--- src/rtl/wdg_pkg.sv ---
package wdg_pkg;
  typedef enum logic [1:0] {
    REG_CTRL = 2'd0,
    REG_CFG  = 2'd1,
    REG_STAT = 2'd2
  } wdg_reg_e;
endpackage

--- src/rtl/wdg_prescaler.sv ---
module wdg_prescaler #(
  parameter int BASE_DIV = 4096,
  parameter int SEL_W    = 2
) (
  input  logic             clk,
  input  logic             rst_n,
  input  logic             restart,
  input  logic [SEL_W-1:0] sel,
  output logic             tick
);
  localparam int MAX_DIV = BASE_DIV << ((1 << SEL_W) - 1);
  localparam int PW      = (MAX_DIV > 1) ? $clog2(MAX_DIV) : 1;

  logic [PW-1:0] div_q, div_d;
  logic [PW:0]   span, last;

  always_comb begin
    span = (PW+1)'(BASE_DIV) << sel;
    last = span - 1'b1;
    tick = ({1'b0, div_q} >= last);
    if (restart || tick) div_d = '0;
    else                 div_d = div_q + 1'b1;
  end

  always_ff @(posedge clk or negedge rst_n) begin
    if (!rst_n) div_q <= '0;
    else        div_q <= div_d;
  end
endmodule

--- src/rtl/wdg_downcounter.sv ---
module wdg_downcounter #(
  parameter int CNT_W = 7
) (
  input  logic             clk,
  input  logic             rst_n,
  input  logic             clr,
  input  logic             tick,
  input  logic             load,
  input  logic [CNT_W-1:0] load_val,
  output logic [CNT_W-1:0] cnt_q,
  output logic             evt_warn,
  output logic             evt_expire
);
  localparam logic [CNT_W-1:0] WARN_VAL = CNT_W'(1) << (CNT_W - 1);

  logic [CNT_W-1:0] cnt_d;
  logic             cnt_upd;

  always_comb begin
    evt_warn   = tick && (cnt_q == WARN_VAL + 1'b1);
    evt_expire = tick && (cnt_q == WARN_VAL);
    cnt_upd    = clr || load || tick;
    if (clr)       cnt_d = '1;
    else if (load) cnt_d = load_val;
    else           cnt_d = cnt_q - 1'b1;
  end

  always_ff @(posedge clk or negedge rst_n) begin
    if (!rst_n)       cnt_q <= '1;
    else if (cnt_upd) cnt_q <= cnt_d;
  end
endmodule

--- src/rtl/wdg_cfg_regs.sv ---
module wdg_cfg_regs #(
  parameter int CNT_W = 7,
  parameter int SEL_W = 2
) (
  input  logic             clk,
  input  logic             rst_n,
  input  logic             clr,
  input  logic             set_en,
  input  logic             cfg_wr,
  input  logic [CNT_W-1:0] cfg_win,
  input  logic [SEL_W-1:0] cfg_sel,
  input  logic             cfg_ie,
  input  logic             stat_clr,
  input  logic             warn_evt,
  output logic             en_q,
  output logic             ie_q,
  output logic             flag_q,
  output logic [CNT_W-1:0] win_q,
  output logic [SEL_W-1:0] sel_q
);
  logic             en_d, ie_d, flag_d;
  logic [CNT_W-1:0] win_d;
  logic [SEL_W-1:0] sel_d;
  logic             cfg_upd;

  always_comb begin
    cfg_upd = clr || cfg_wr;
    en_d    = clr ? 1'b0 : (en_q || set_en);
    ie_d    = clr ? 1'b0 : (ie_q || (cfg_wr && cfg_ie));
    win_d   = clr ? '1 : cfg_win;
    sel_d   = clr ? '0 : cfg_sel;
    if (clr)           flag_d = 1'b0;
    else if (warn_evt) flag_d = 1'b1;
    else if (stat_clr) flag_d = 1'b0;
    else               flag_d = flag_q;
  end

  always_ff @(posedge clk or negedge rst_n) begin
    if (!rst_n) begin
      en_q   <= 1'b0;
      ie_q   <= 1'b0;
      flag_q <= 1'b0;
    end else begin
      en_q   <= en_d;
      ie_q   <= ie_d;
      flag_q <= flag_d;
    end
  end

  always_ff @(posedge clk or negedge rst_n) begin
    if (!rst_n) begin
      win_q <= '1;
      sel_q <= '0;
    end else if (cfg_upd) begin
      win_q <= win_d;
      sel_q <= sel_d;
    end
  end
endmodule

--- src/rtl/win_watchdog.sv ---
module win_watchdog
  import wdg_pkg::*;
#(
  parameter int BASE_DIV = 4096,
  parameter int CNT_W    = 7,
  parameter int SEL_W    = 2,
  localparam int DW      = CNT_W + SEL_W + 1
) (
  input  logic          clk,
  input  logic          rst_n,
  input  logic          wr_en,
  input  logic [1:0]    wr_addr,
  input  logic [DW-1:0] wr_data,
  input  logic [1:0]    rd_addr,
  output logic [DW-1:0] rd_data,
  output logic          rst_req,
  output logic          irq
);
  localparam int EN_BIT = CNT_W;
  localparam int IE_BIT = CNT_W + SEL_W;

  logic             rst_meta, rst_sync_n;
  logic             wr_ctrl, wr_cfg, wr_stat, stat_clr;
  logic             tick, evt_warn, evt_expire, warn_evt;
  logic             en_q, ie_q, flag_q;
  logic [CNT_W-1:0] cnt_q, win_q;
  logic [SEL_W-1:0] sel_q;
  logic             low_write, early_write, expire, fault;
  logic             rst_req_q;

  // reset: asserted at once, released after two clock edges
  always_ff @(posedge clk or negedge rst_n) begin
    if (!rst_n) begin
      rst_meta   <= 1'b0;
      rst_sync_n <= 1'b0;
    end else begin
      rst_meta   <= 1'b1;
      rst_sync_n <= rst_meta;
    end
  end

  always_comb begin
    wr_ctrl     = wr_en && (wr_addr == 2'(REG_CTRL));
    wr_cfg      = wr_en && (wr_addr == 2'(REG_CFG));
    wr_stat     = wr_en && (wr_addr == 2'(REG_STAT));
    stat_clr    = wr_stat && !wr_data[0];
    warn_evt    = evt_warn && !wr_ctrl;
    low_write   = wr_ctrl && !wr_data[CNT_W-1] && (en_q || wr_data[EN_BIT]);
    early_write = wr_ctrl && en_q && (cnt_q > win_q);
    expire      = en_q && evt_expire && !wr_ctrl;
    fault       = low_write || early_write || expire;
  end

  wdg_prescaler #(.BASE_DIV(BASE_DIV), .SEL_W(SEL_W)) u_pre (
    .clk(clk), .rst_n(rst_sync_n), .restart(wr_ctrl || fault),
    .sel(sel_q), .tick(tick)
  );

  wdg_downcounter #(.CNT_W(CNT_W)) u_cnt (
    .clk(clk), .rst_n(rst_sync_n), .clr(fault), .tick(tick),
    .load(wr_ctrl), .load_val(wr_data[CNT_W-1:0]), .cnt_q(cnt_q),
    .evt_warn(evt_warn), .evt_expire(evt_expire)
  );

  wdg_cfg_regs #(.CNT_W(CNT_W), .SEL_W(SEL_W)) u_regs (
    .clk(clk), .rst_n(rst_sync_n), .clr(fault),
    .set_en(wr_ctrl && wr_data[EN_BIT]), .cfg_wr(wr_cfg),
    .cfg_win(wr_data[CNT_W-1:0]), .cfg_sel(wr_data[IE_BIT-1:CNT_W]),
    .cfg_ie(wr_data[IE_BIT]), .stat_clr(stat_clr), .warn_evt(warn_evt),
    .en_q(en_q), .ie_q(ie_q), .flag_q(flag_q), .win_q(win_q), .sel_q(sel_q)
  );

  always_ff @(posedge clk or negedge rst_sync_n) begin
    if (!rst_sync_n) rst_req_q <= 1'b0;
    else             rst_req_q <= fault;
  end

  always_comb begin
    case (rd_addr)
      2'(REG_CTRL): rd_data = DW'({en_q, cnt_q});
      2'(REG_CFG):  rd_data = {ie_q, sel_q, win_q};
      2'(REG_STAT): rd_data = DW'(flag_q);
      default:      rd_data = '0;
    endcase
  end

  assign rst_req = rst_req_q;
  assign irq     = flag_q && ie_q;
endmodule

--- config.mk ---
export PLATFORM = sky130hd
export DESIGN_NAME = win_watchdog
export DESIGN_NICKNAME = d
export VERILOG_FILES = /design/src/rtl/wdg_pkg.sv /design/src/rtl/wdg_prescaler.sv /design/src/rtl/wdg_downcounter.sv /design/src/rtl/wdg_cfg_regs.sv /design/src/rtl/win_watchdog.sv
export SDC_FILE = /design/constraint.sdc
export NUM_CORES = 1
export LEC_CHECK = 0
export CAP_MARGIN = 20
export CELL_PAD_IN_SITES_DETAIL_PLACEMENT = 0
export CELL_PAD_IN_SITES_GLOBAL_PLACEMENT = 1
export CORE_UTILIZATION = 43
export CTS_CLUSTER_SIZE = 28
export DETAILED_ROUTE_END_ITERATION = 10
export GPL_TIMING_DRIVEN = 0
export PLACE_DENSITY = 0.8
export SLEW_MARGIN = 5
export SYNTH_ARGS = -nofsm -noshare
export SYNTH_HDL_FRONTEND = slang
export SYNTH_SLANG_ARGS = --single-unit
--- constraint.sdc ---
create_clock -name clk -period 1.5 [get_ports clk]
set_input_delay 0.225 -clock clk [delete_from_list [all_inputs] [get_ports clk]]
set_output_delay 0.225 -clock clk [all_outputs]
set_load 0.01 [all_outputs]
==> metrics.yaml <==
ctsHoldBuffers: 0
tightest_slew_ns: 0.795
synth_compound_area_share_pct: 12.3
synth_top_area_cell: "dfrtp_1"
ys_warn_count: 0
clock-sinks: 37
synth-edff-count: 0
die_h_um: 76.0
hold_violations: 0
synth-xor-area-share_pct: 4.84
cts_max_path_buffers: 2
first_global_vias: 2043
reg2reg_to: "u_cnt.cnt_q[3]"
ioPinCount: 29
internal_power_mw: 2.44
cts-root-buf: "clkbuf_8"
start_util_pct: 45.5
required_ns: 1.71
avgSynthCellArea_um2: 9.60
p_leak_nw: 1.55
hpwl_mm: 3.83
wl_per_cell_um: 16.1
synth-seq-area-share_pct: 40.1
slew_viol_final: 0
cts_buffers: 5
async_flop_share_pct: 100
startpoint_type: "register"
ys_ff_latch: 37
drt_iter0_drc: 81
dp_slack_ns: -0.795
drv_cap: 0
fin_skew_ns: 0.00886
die_w_um: 76.0
ant_nets: 0
synth_top_family_by_area: "simple AND/OR/NAND/NOR gates"
grt_pass1_wl_mm: 10.1
reg2reg_from: "u_regs.win_q[1]"
place_area_um2: 2740
cp-startpoint: "u_regs.win_q[1]"
area_delta_synth_final_pct: 43.0
synth-adder-area-share_pct: 6.91
synth_area_um2: 2350
pwr-share-seq_pct: 40.4
synth_cell_types: 51
finalCritPeriodShare_pct: 130
drive_above_1_share_pct: 38.4
max_slew_margin_pct: 47.0
reg2regPathDepth: 8
cts.clk_slew.worst_paths_ns: 0.08
clockPowerShare_pct: 23.6
grt.total_usage_pct: 22.4
gr-total-overflow: 0
htreeDepth: 2
drtPass1Iterations: 4
status: "finished, violations left"
via_per_inst: 5.31
critPathMaxFanout: 6
hold_path_class: "input pin to async pin"
setup_ws_ns: -0.457
die_area_um2: 5770
clk_latency_ns: 0.29
synth_nets: 275
failed_checks: "setup timing"
routed_wirelength_mm: 6.12
finalSetupViolCount: 35
criticalPathCategory: "register to register"
yosys.area_share.simple_pct: 26.5
final_area_um2: 3360
synth_cells: 245
vias: 2016
muxShareOfSynthArea_pct: 4.68
total_power_mw: 3.61
vdd_drop_max_mv: 0.665
gp_congestion: 0.787
grt_max_degree: 36
ff2ff_setup_slack_ns: -0.46
layout_common_cells: "nor2_1 (21), dfrtp_1 (21), nand2_1 (17), clkdlybuf4s50_1 (16), dfstp_2 (14)"
portBuffers: 28
combPwrFrac_pct: 36.0
power.switching_mw: 1.17
core_region_area_um2: 5170
arrival_ns: 2.17
synth.top_cells.by_area: "dfrtp_1 (24%), dfstp_2 (16%), ha_1 (6.9%)"
antenna_cells: 0
crit_path_end_kind: "register"
rsz0062_at_grt: "true"
fmax_mhz: 511
min_period_ns: 1.96
nets: 339
rows: 26
ys.flop_type: "dfrtp_1"
swShare_pct: 32.5
cts_tree: "built"
crit_end: "u_cnt.cnt_q[3]"
p_per_area_nw_per_um2: 1070
antenna_found_initial: 0
drc_errors: 0
synth_top_area_share_pct: 24.5
==> per-layer routing <==
layer	GRT usage [%]	share of wire, %
met3	4.82	3.6
met5	0	0
met2	33.8	46
met4	8.08	1.6
met1	31.5	48
==> cell families (layout without fill, tap and decap cells) <==
kind of cell    count (synthesis)  count (layout)
compound gates                 43              43
xor+xnor                       13              13
fa+ha+maj                      13              13
buf+inv                        20              85
flops                          37              37
mux                            11              11
other cells                     1               1
simple gates                  107             107
==> worst max-delay path: stages, from the launching register on <==
cell       delay (ns)
dfstp_2          0.54
inv_2            0.05
ha_4             0.23
nor2b_4          0.12
o21a_1           0.16
o211ai_1         0.25
a31o_4           0.28
clkbuf_16        0.18
nand3_2          0.06
==> state kept, by name, summed over array words and instances, names as in the netlist <==
name / count
rst_meta: 1
u_pre.div_q: 15
rst_sync_n: 1
u_regs.ie_q: 1
u_regs.en_q: 1
u_regs.sel_q: 2
u_cnt.cnt_q: 7
rst_req: 1
u_regs.win_q: 7
u_regs.flag_q: 1
==> final cells by class <==
| type | instances | area (µm²) |
|---|---|---|
| Fill cell | 413 | 1810 |
| Multi-Input combinational cell | 188 | 1490 |
| Sequential cell | 37 | 946 |
| Timing Repair Buffer | 58 | 588 |
| Buffer | 9 | 108 |
| Tap cell | 70 | 87.6 |
| Clock buffer | 6 | 72.6 |
| Inverter | 10 | 37.5 |
| Clock inverter | 2 | 35.0 |
==> how the worst min path moves through the flow <==
stage	start	endpoint	slack (ns)	cells after the start
floorplan	rst_n	rst_meta	-0.07	0
global route	rst_n	rst_meta	0.08	1
detailed placement	rst_meta	rst_sync_n	0.34	0
finish	rst_n	rst_meta	0.08	1
global placement	rst_meta	rst_sync_n	0.34	0
CTS	rst_n	rst_meta	0.08	1
==> synth_stat cells (4+ instances only) <==
master	n
ha_1	13
nand3_1	7
nor2_1	35
nand3_2	9
buf_2	5
nor3_1	4
nand2_1	19
and3_1	6
inv_1	10
xnor2_1	6
o21ai_0	13
mux2i_1	11
o211ai_1	6
xor2_1	7
dfrtp_1	23
dfstp_2	14
a21oi_1	7
==> power groups by stage <==
stage | sequential, mW | clock [mW] | combinational (mW)
global route | 1.48 | 0.913 | 1.44
CTS | 1.45 | 0.874 | 1.16
floorplan | 1.44 | 0 | 0.663
finish | 1.46 | 0.851 | 1.30
global placement | 1.50 | 0 | 0.920
detailed placement | 1.50 | 0 | 0.932
==> metrics by stage <==
step           util, %  TNS, ns  hold WS (ns)  std cells
2_1_floorplan        -    -9.16       -0.0706        245
5_1_grt           65.0   -15.51        0.0831        380
6_report          65.0   -12.38        0.0848        380
3_3_place_gp      52.9   -29.93         0.337        343
3_5_place_dp      52.9   -26.89         0.340        343
4_1_cts           61.5   -11.07        0.0811        377
==> what timing repair did <==
item	CTS	global route
cloned	3	2
pin swaps	17	29
gates resized for setup	66	43
setup buffers	24	1
endpoints found under the setup margin	46	43
Power figures use the tool's default switching activity.
